`config.mk`:
```
export PLATFORM = sky130hd
export DESIGN_NAME = gpio_irq_trigger
export DESIGN_NICKNAME = d
export VERILOG_FILES = /design/src/rtl/gpio_irq_pkg.sv /design/src/rtl/gpio_irq_regs.sv /design/src/rtl/gpio_irq_detect.sv /design/src/rtl/gpio_irq_combine.sv /design/src/rtl/gpio_irq_trigger.sv
export SDC_FILE = /design/constraint.sdc
export NUM_CORES = 1
export LEC_CHECK = 0
export BUFFER_PORTS_ARGS = -buffer_cell sky130_fd_sc_hd__buf_2
export CORE_MARGIN = 1.5
export CORE_UTILIZATION = 25
export CTS_BUF_LIST = sky130_fd_sc_hd__clkbuf_16
export DETAILED_ROUTE_END_ITERATION = 10
export GPL_ROUTABILITY_DRIVEN = 0
export GPL_TIMING_DRIVEN = 1
export HOLD_SLACK_MARGIN = 0.12
export PLACE_DENSITY = 0.47
export SYNTH_ARGS = -nofsm -noshare
export SYNTH_HDL_FRONTEND = slang
export SYNTH_SLANG_ARGS = --single-unit
```
`constraint.sdc`:
```
create_clock -name clk -period 1.6 [get_ports clk]
set_clock_uncertainty 0.15 [all_clocks]
set_input_delay 0 -clock clk [delete_from_list [all_inputs] [get_ports clk]]
set_output_delay 0 -clock clk [all_outputs]
set_load 0.05 [all_outputs]
```
`src/rtl/gpio_irq_pkg.sv`:
```
package gpio_irq_pkg;
   localparam int unsigned OFS_ENABLE = 'h20;
   localparam int unsigned OFS_RAW    = 'h24;
   localparam int unsigned OFS_MASKED = 'h28;
   localparam int unsigned OFS_MASK   = 'h2C;
   localparam int unsigned OFS_CLEAR  = 'h30;
   localparam int unsigned OFS_TYPE   = 'h34;
   localparam int unsigned OFS_BOTH   = 'h38;
   localparam int unsigned OFS_POL    = 'h3C;

   typedef enum logic [2:0] {
      SEL_NONE, SEL_ENABLE, SEL_MASK, SEL_CLEAR, SEL_TYPE, SEL_BOTH, SEL_POL
   } wr_sel_e;
endpackage

```
`src/rtl/gpio_irq_regs.sv`:
```
module gpio_irq_regs
   import gpio_irq_pkg::*;
#(
   parameter int N_PINS = 32,
   parameter int ADDR_W = 8,
   parameter int DATA_W = 32
) (
   input  logic              clk,
   input  logic              rst_n,
   input  logic [ADDR_W-1:0] reg_addr,
   input  logic              reg_wr,
   input  logic [DATA_W-1:0] reg_wdata,
   output logic [DATA_W-1:0] reg_rdata,
   input  logic [N_PINS-1:0] raw_stat,
   input  logic [N_PINS-1:0] masked_stat,
   output logic [N_PINS-1:0] cfg_en,
   output logic [N_PINS-1:0] cfg_mask,
   output logic [N_PINS-1:0] cfg_type,
   output logic [N_PINS-1:0] cfg_both,
   output logic [N_PINS-1:0] cfg_pol,
   output logic [N_PINS-1:0] clr_pulse
);
   wr_sel_e           sel;
   logic [N_PINS-1:0] wbits;

   assign wbits = reg_wdata[N_PINS-1:0];

   always_comb begin
      sel = SEL_NONE;
      if (reg_wr) begin
         case (int'(reg_addr))
            OFS_ENABLE: sel = SEL_ENABLE;
            OFS_MASK:   sel = SEL_MASK;
            OFS_CLEAR:  sel = SEL_CLEAR;
            OFS_TYPE:   sel = SEL_TYPE;
            OFS_BOTH:   sel = SEL_BOTH;
            OFS_POL:    sel = SEL_POL;
            default:    sel = SEL_NONE;
         endcase
      end
   end

   assign clr_pulse = (sel == SEL_CLEAR) ? wbits : '0;

   always_ff @(posedge clk or negedge rst_n) begin
      if (!rst_n) begin
         cfg_en   <= '0;
         cfg_mask <= '0;
         cfg_type <= '0;
         cfg_both <= '0;
         cfg_pol  <= '0;
      end else begin
         case (sel)
            SEL_ENABLE: cfg_en   <= wbits;
            SEL_MASK:   cfg_mask <= wbits;
            SEL_TYPE:   cfg_type <= wbits;
            SEL_BOTH:   cfg_both <= wbits;
            SEL_POL:    cfg_pol  <= wbits;
            default: ;
         endcase
      end
   end

   always_comb begin
      case (int'(reg_addr))
         OFS_ENABLE: reg_rdata = DATA_W'(cfg_en);
         OFS_RAW:    reg_rdata = DATA_W'(raw_stat);
         OFS_MASKED: reg_rdata = DATA_W'(masked_stat);
         OFS_MASK:   reg_rdata = DATA_W'(cfg_mask);
         OFS_TYPE:   reg_rdata = DATA_W'(cfg_type);
         OFS_BOTH:   reg_rdata = DATA_W'(cfg_both);
         OFS_POL:    reg_rdata = DATA_W'(cfg_pol);
         default:    reg_rdata = '0;
      endcase
   end

   // a configuration write is visible on the following cycle
   assert_en_wb_R2: assert property (@(posedge clk) disable iff (!rst_n)
      (reg_wr && int'(reg_addr) == OFS_ENABLE) |=> cfg_en == $past(wbits));
   assert_type_wb_R2: assert property (@(posedge clk) disable iff (!rst_n)
      (reg_wr && int'(reg_addr) == OFS_TYPE) |=> cfg_type == $past(wbits));
endmodule

```
`src/rtl/gpio_irq_detect.sv`:
```
module gpio_irq_detect #(
   parameter int N_PINS = 32
) (
   input  logic              clk,
   input  logic              rst_n,
   input  logic [N_PINS-1:0] pin_in,
   input  logic [N_PINS-1:0] cfg_en,
   input  logic [N_PINS-1:0] cfg_type,
   input  logic [N_PINS-1:0] cfg_both,
   input  logic [N_PINS-1:0] cfg_pol,
   input  logic [N_PINS-1:0] clr_pulse,
   output logic [N_PINS-1:0] raw_stat
);
   logic [N_PINS-1:0] prev_q;
   logic [N_PINS-1:0] rise, fall, edge_hit, lvl_act;

   // history is taken every cycle, independent of enable
   always_ff @(posedge clk or negedge rst_n) begin
      if (!rst_n) prev_q <= '0;
      else        prev_q <= pin_in;
   end

   assign rise = pin_in & ~prev_q;
   assign fall = ~pin_in & prev_q;

   for (genvar i = 0; i < N_PINS; i++) begin : g_pin
      always_comb begin
         edge_hit[i] = cfg_both[i] ? (rise[i] | fall[i])
                                   : (cfg_pol[i] ? fall[i] : rise[i]);
         lvl_act[i]  = cfg_pol[i] ? ~pin_in[i] : pin_in[i];
      end

      always_ff @(posedge clk or negedge rst_n) begin
         if (!rst_n)
            raw_stat[i] <= 1'b0;
         else if (cfg_type[i])
            raw_stat[i] <= cfg_en[i] & lvl_act[i];
         else if (cfg_en[i] & edge_hit[i])
            raw_stat[i] <= 1'b1;
         else if (clr_pulse[i])
            raw_stat[i] <= 1'b0;
      end

      // a disabled pin cannot raise its status
      assert_dis_hold_R8: assert property (@(posedge clk) disable iff (!rst_n)
         (!cfg_en[i] && !raw_stat[i]) |=> !raw_stat[i]);
      // level status follows enable and active level
      assert_lvl_track_R6: assert property (@(posedge clk) disable iff (!rst_n)
         cfg_type[i] |=> raw_stat[i] == $past(cfg_en[i] & (pin_in[i] ^ cfg_pol[i])));
      // clear drops an edge status when no edge competes
      assert_clr_edge_R7: assert property (@(posedge clk) disable iff (!rst_n)
         (!cfg_type[i] && clr_pulse[i] && !(cfg_en[i] && edge_hit[i])) |=> !raw_stat[i]);
   end
endmodule

```
`src/rtl/gpio_irq_combine.sv`:
```
module gpio_irq_combine #(
   parameter int N_PINS = 32
) (
   input  logic              clk,
   input  logic              rst_n,
   input  logic [N_PINS-1:0] raw_stat,
   input  logic [N_PINS-1:0] cfg_mask,
   output logic [N_PINS-1:0] masked_stat,
   output logic              irq_out
);
   assign masked_stat = raw_stat & ~cfg_mask;

   always_ff @(posedge clk or negedge rst_n) begin
      if (!rst_n) irq_out <= 1'b0;
      else        irq_out <= |masked_stat;
   end

   // request follows the masked status by one clock
   assert_irq_rise_R10: assert property (@(posedge clk) disable iff (!rst_n)
      (|(raw_stat & ~cfg_mask)) |=> irq_out);
   assert_irq_fall_R10: assert property (@(posedge clk) disable iff (!rst_n)
      !(|(raw_stat & ~cfg_mask)) |=> !irq_out);
endmodule

```
`src/rtl/gpio_irq_trigger.sv`:
```
module gpio_irq_trigger #(
   parameter int N_PINS = 32,
   parameter int ADDR_W = 8,
   parameter int DATA_W = 32
) (
   input  logic              clk,
   input  logic              rst_n,
   input  logic [ADDR_W-1:0] reg_addr,
   input  logic              reg_wr,
   input  logic [DATA_W-1:0] reg_wdata,
   output logic [DATA_W-1:0] reg_rdata,
   input  logic [N_PINS-1:0] pin_in,
   output logic              irq_out
);
   localparam int MIN_ADDR_W = 6;

   if (N_PINS < 1 || N_PINS > DATA_W) begin : g_bad_pins
      $error("N_PINS must lie between 1 and DATA_W");
   end
   if (ADDR_W < MIN_ADDR_W) begin : g_bad_addr
      $error("ADDR_W too narrow for the register offsets");
   end

   logic [N_PINS-1:0] cfg_en, cfg_mask, cfg_type, cfg_both, cfg_pol;
   logic [N_PINS-1:0] clr_pulse, raw_stat, masked_stat;

   gpio_irq_regs #(.N_PINS(N_PINS), .ADDR_W(ADDR_W), .DATA_W(DATA_W)) u_regs (
      .clk(clk), .rst_n(rst_n), .reg_addr(reg_addr), .reg_wr(reg_wr),
      .reg_wdata(reg_wdata), .reg_rdata(reg_rdata), .raw_stat(raw_stat),
      .masked_stat(masked_stat), .cfg_en(cfg_en), .cfg_mask(cfg_mask),
      .cfg_type(cfg_type), .cfg_both(cfg_both), .cfg_pol(cfg_pol),
      .clr_pulse(clr_pulse)
   );

   gpio_irq_detect #(.N_PINS(N_PINS)) u_detect (
      .clk(clk), .rst_n(rst_n), .pin_in(pin_in), .cfg_en(cfg_en),
      .cfg_type(cfg_type), .cfg_both(cfg_both), .cfg_pol(cfg_pol),
      .clr_pulse(clr_pulse), .raw_stat(raw_stat)
   );

   gpio_irq_combine #(.N_PINS(N_PINS)) u_combine (
      .clk(clk), .rst_n(rst_n), .raw_stat(raw_stat), .cfg_mask(cfg_mask),
      .masked_stat(masked_stat), .irq_out(irq_out)
   );
endmodule

```
[After elaboration in Yosys (flattened, before gate mapping)]
Cells that the tools add are included.
Cells by class
  equal/unequal tests: 14
  multiplexer cells: 196
  bitwise operators: 134
  reduce and logical (&&, ||, !) cells: 33
Operators by type and width (count)
  32-bit one-hot mux with 7 select lines: 1
  1-bit two-way mux: 192
  32-bit bitwise AND: 3
  32-bit inverter: 3
  3-bit nonzero test: 32
  1-bit bitwise AND: 64
  8-bit by 6-bit equality test with 1-bit output (second input constant): 8
  32-bit two-way mux: 1
  1-bit inverter: 32
  1-bit OR: 32
  32-bit OR reduction: 1
  3-bit one-hot mux with 6 select lines: 1
  3-bit equality test (second input constant): 3
  3-bit by 2-bit equality test with 1-bit output (second input constant): 2
  3-bit by 1-bit equality test with 1-bit output (second input constant): 1
  3-bit two-way mux: 1
Storage, ports and cells
  bits of input ports: 75
  logic and storage cells: 416
  register bits after elaboration: 225
  output and inout bits: 33

[Depth between registers and ports, before layout]
  word-level depth: 8
  gate-level depth with buffers: 7
  mapped depth without buffers: 6

[Cells and area by module]
A second synthesis with hierarchy kept.
Unflattened totals
  cell total of the unflattened synthesis: 1138
  area, all modules: 12903.6 um^2
By module, submodules not included
  gpio_irq_regs: area an instance 8162.8 um^2, times used 1, seq. area each 4003.8 um^2, cells an instance 646
  gpio_irq_detect: area an instance 4324.1 um^2, times used 1, seq. area each 1601.5 um^2, cells an instance 448
  gpio_irq_combine: area an instance 416.6 um^2, times used 1, seq. area each 25.0 um^2, cells an instance 44

[Least setup slack after synthesis]
No wires, ideal clock.
  kind: input to output
  start point: input reg_addr[3]
  end point: output reg_rdata[1]
  required time: 1.450 ns
  slack: -0.791 ns
  data arrival time: 2.241 ns
  path buffers: 3
  stages: 7
  path through: buf_2 -> clkbuf_1 -> buf_1 -> nand3b_1 -> a21oi_1 -> a31oi_1 -> o21ai_0
On the way
  longest elaborated chain between the ends: 2
  elaborated cells on any way between the ends: 8
  those cells by class: eq/ne: 7; mux: 1
RTL lines
  start, declared: line gpio_irq_trigger.sv:8  | input logic [ADDR_W-1:0] reg_addr,
  8-bit by 6-bit equality test with 1-bit output: line gpio_irq_regs.sv:65  | case (int'(reg_addr))
  32-bit one-hot mux with 7 select lines *: line gpio_irq_regs.sv:65
  end, declared: line gpio_irq_trigger.sv:11  | output logic [DATA_W-1:0] reg_rdata,
Mark *: on every way between the ends. The rest lies on a longest branch, timed or not.

[Worst setup path after layout]
  start point: register u_regs.cfg_mask[23]
  end point: output reg_rdata[23]
On the way
  longest elaborated chain between the ends: 3
RTL lines
  start, declared: line gpio_irq_regs.sv:17  | output logic [N_PINS-1:0] cfg_mask,
  start signal, assigned: line gpio_irq_regs.sv:55  | SEL_MASK: cfg_mask <= wbits;
  32-bit inverter: line gpio_irq_combine.sv:11  | assign masked_stat = raw_stat & ~cfg_mask;
  32-bit bitwise AND: line gpio_irq_combine.sv:11
  32-bit one-hot mux with 7 select lines *: line gpio_irq_regs.sv:65
Marks and branches as above.

==> run_results.csv <==
group,metric,value,unit
critical_path,cp-start-kind,"flop",
outcome,status,"complete, but fails checks",
critical_path,critPathKind,"reg -> out",
drt,dr_total_vias,10000,
timing,hold_viol,0,
clocking,cts_sinks,225,
synth,synthArstFlopShare,100,%
placement,hpwlAfterDp,25900,µm
timing,fin_ws,-463,ps
critical_path,path_max_fanout,2,
global_routing,grt_pass1_vias,10500,
global_routing,grt_antenna_before_repair,3,
global_routing,grt_max_degree,60,
floorplanning,design.core.area,50000,µm²
critical_path,cp.required,1450,ps
final_layout,multiInputGateArea,6940,µm²
final_layout,regArea,5630,µm²
timing,slew_violations,0,
clocking,clk_path_buf_depth,3,
synth,synth_area_leaders,"dfrtp_1 (45%), mux2_2 (15%), ha_1 (6.4%)",
floorplanning,io_pins,108,
clocking,ctsHoldBuffers,100,
flow_run,max-cap-violations,0,
timing,setup_viol,33,
synth,yosysWarnings,0,
synth,netlist-cell-type-count,43,
drt,drt_iter0_drc,543,
synth,synth-seq-cells,225,
timing,fmax,485,MHz
synth,synth_area_per_cell,11.2,µm²
placement,place_ws,-301,ps
floorplanning,die_w,227,µm
synth,yosys.area.top_type,"dfrtp_1",
synth,synth_top_family_by_area,"multiplexers",
timing,tightest_slew,563,ps
clocking,insertion_delay,540,ps
global_routing,grt_pass1_wl,61300,µm
synth,synth.area.mux_share,20.9,%
drt,drc,0,
synth,synth_flop_cell,"dfrtp_1",
clocking,htree_num_levels,1,
timing,max-slew-margin-rel,62.5,%
timing,fin_crit,2060,ps
final_layout,layout.nets,1595,
synth,synth_top_area_share,44.7,%
timing,grt_setup_unrepaired,"yes",
final_layout,fin_util,35.9,%
final_layout,drive_above_1_share,40.6,%
drt,ant_nets,0,
critical_path,r2r_slack,-180,ps
worst_hold_path,worst_hold_path_type,"in -> reg",
synth,yosysMostFrequentCell,"dfrtp_1",
synth,synth_edf_count,0,
timing,whs,89.0,ps
outcome,violations,"setup timing",
power,power_density,884,nW/µm²
drt,drtPass1Iterations,5,
drt,viasPerCell,4.67,
power,p_leak,8.16,nW
final_layout,areaGrowthSynthToFinish,42.2,%
worst_hold_path,whs_endpoint,"u_regs.cfg_mask[1]$_DFFE_PN0N_",
synth,synth_common_cells,"dfrtp_1 (225), mux2_2 (164), inv_1 (109)",
clocking,cts-root-buf,"clkbuf_16",
floorplanning,die_y,227,µm
critical_path,worstReg2RegEnd,"u_combine.irq_out$_DFF_PN0_",
timing,finalCritPeriodShare,129,%
power,vdd_drop_max,0.618,mV
synth,synth_area,12600,µm²
synth,syn_nets,1260,
final_layout,fillers,4929,
synth,synth-adder-area-share,6.36,%
global_routing,track_usage,15.3,%
critical_path,arrival,1910,ps
synth,synthCells,1121,
critical_path,endpoint_kind,"output pin",
synth,synth-xor-area-share,2.22,%
final_layout,layout.cells.non_filler,2146,
drt,wl_per_cell,18.3,µm
synth,yosys.area_share.simple,5.37,%
clocking,cts-buffers-inserted,26,
synth,synth_compound_area_share,15.1,%
global_routing,grt.overflow.total,0,
floorplanning,start_util,25.2,%
clocking,cts.clk_slew.worst_paths,60,ps
worst_hold_path,hold_path_depth,6,
placement,io_buffer_count,107,
floorplanning,fp-row-count,82,
clocking,cts_tree,"done",
synth,ys_seq_area_share,44.7,%
floorplanning,die_area,51800,µm²
worst_hold_path,min_from,"reg_addr[0]",
critical_path,r2r_cells,6,
drt,wl,39300,µm
critical_path,reg2reg_from,"u_detect.raw_stat[28]$_DFFE_PN0P_",
placement,placedCellCount,1942,
logic make-up (layout without fill, tap and decap cells):
family,Yosys count,after routing
AO/OA/AOI/OAI,285,285
XOR/XNOR,32,32
adder cells (fa/ha/maj),64,64
buffers and inverters,166,517
flip-flops,225,225
multiplexers,228,228
other,0,2
AND/OR/NAND/NOR,121,121
sequential cells by signal, summed over array words and instances (netlist names):
| signal | cells |
|---|---|
| u_detect.prev_q | 32 |
| u_detect.raw_stat | 32 |
| u_regs.cfg_both | 32 |
| u_regs.cfg_en | 32 |
| u_regs.cfg_mask | 32 |
| u_regs.cfg_pol | 32 |
| u_regs.cfg_type | 32 |
| u_combine.irq_out | 1 |
worst max-delay path by stage:
stage	start	end	slack, ps	cells past startpoint
floorplan	reg_addr[7]	u_regs.cfg_type[10]$_DFFE_PN0N_	-30	5
global placement	reg_addr[7]	u_regs.cfg_type[24]$_DFFE_PN0N_	-260	6
detailed placement	u_detect.raw_stat[29]$_DFFE_PN0P_	u_combine.irq_out$_DFF_PN0_	-300	5
CTS	u_regs.cfg_mask[23]$_DFFE_PN0N_	reg_rdata[23]	-490	5
global route	u_regs.cfg_mask[23]$_DFFE_PN0N_	reg_rdata[23]	-530	5
finish	u_regs.cfg_mask[23]$_DFFE_PN0N_	reg_rdata[23]	-460	5
layout make-up:
cell class	instances	share of cell area [%]
timing repair buffer	364	18.2
inverter	109	2.28
tap	672	4.69
clock inverter	17	0.838
antenna	2	0.0279
clock buffer	27	3.77
multi-input combinational	730	38.7
sequential	225	31.4
critical path: stages, from the launching register on:
cell and delay [ps]:
dfrtp_1 380, nand2b_4 140, or2_4 220, a221o_1 340, o221ai_4 110, buf_12 180
timing repair:
action / in CTS / in global routing
setup endpoints to repair: 34 / 88
gates resized for setup: 106 / 74
pin swaps: 26 / 25
hold endpoints to repair: 449 / 21
setup buffers: 47 / 13
stage by stage:
stage	total power [W]	TNS (ps)	area (µm²)
finish	0.0158	-9630	17900
global route	0.0166	-12280	17900
CTS	0.0159	-10610	17700
detailed placement	0.00920	-36190	15100
global placement	0.00915	-34410	15100
floorplan	0.00792	-1520	12900
cells in the final DEF, fill, tap and decap left out, drive strengths merged, types with 15 or more instances in the layout:
master,count
a221o,19
buf,265
a32o,32
mux2,195
nor2b,15
a22oi,42
dfrtp,225
xnor2,32
a21oi,66
ha,64
dlygate4sd3,99
clkbuf,27
mux2i,33
nand2,45
nand2b,21
o21ai,85
inv,116
report_power, final:
part	switching [W]	internal, W
combinational	0.00147	0.00187
sequential	0.000434	0.00616
clock	0.00241	0.00350
metal layers:
layer  wire, µm  vias to the layer above  GRT usage [%]
li1           -                     4721              -
met1      18000                     5094           20.4
met2      19100                      167           26.0
met3       1410                       47           2.04
met4        719                        2           4.04
met5         13                        -              0
Power figures use the tool's default switching activity.
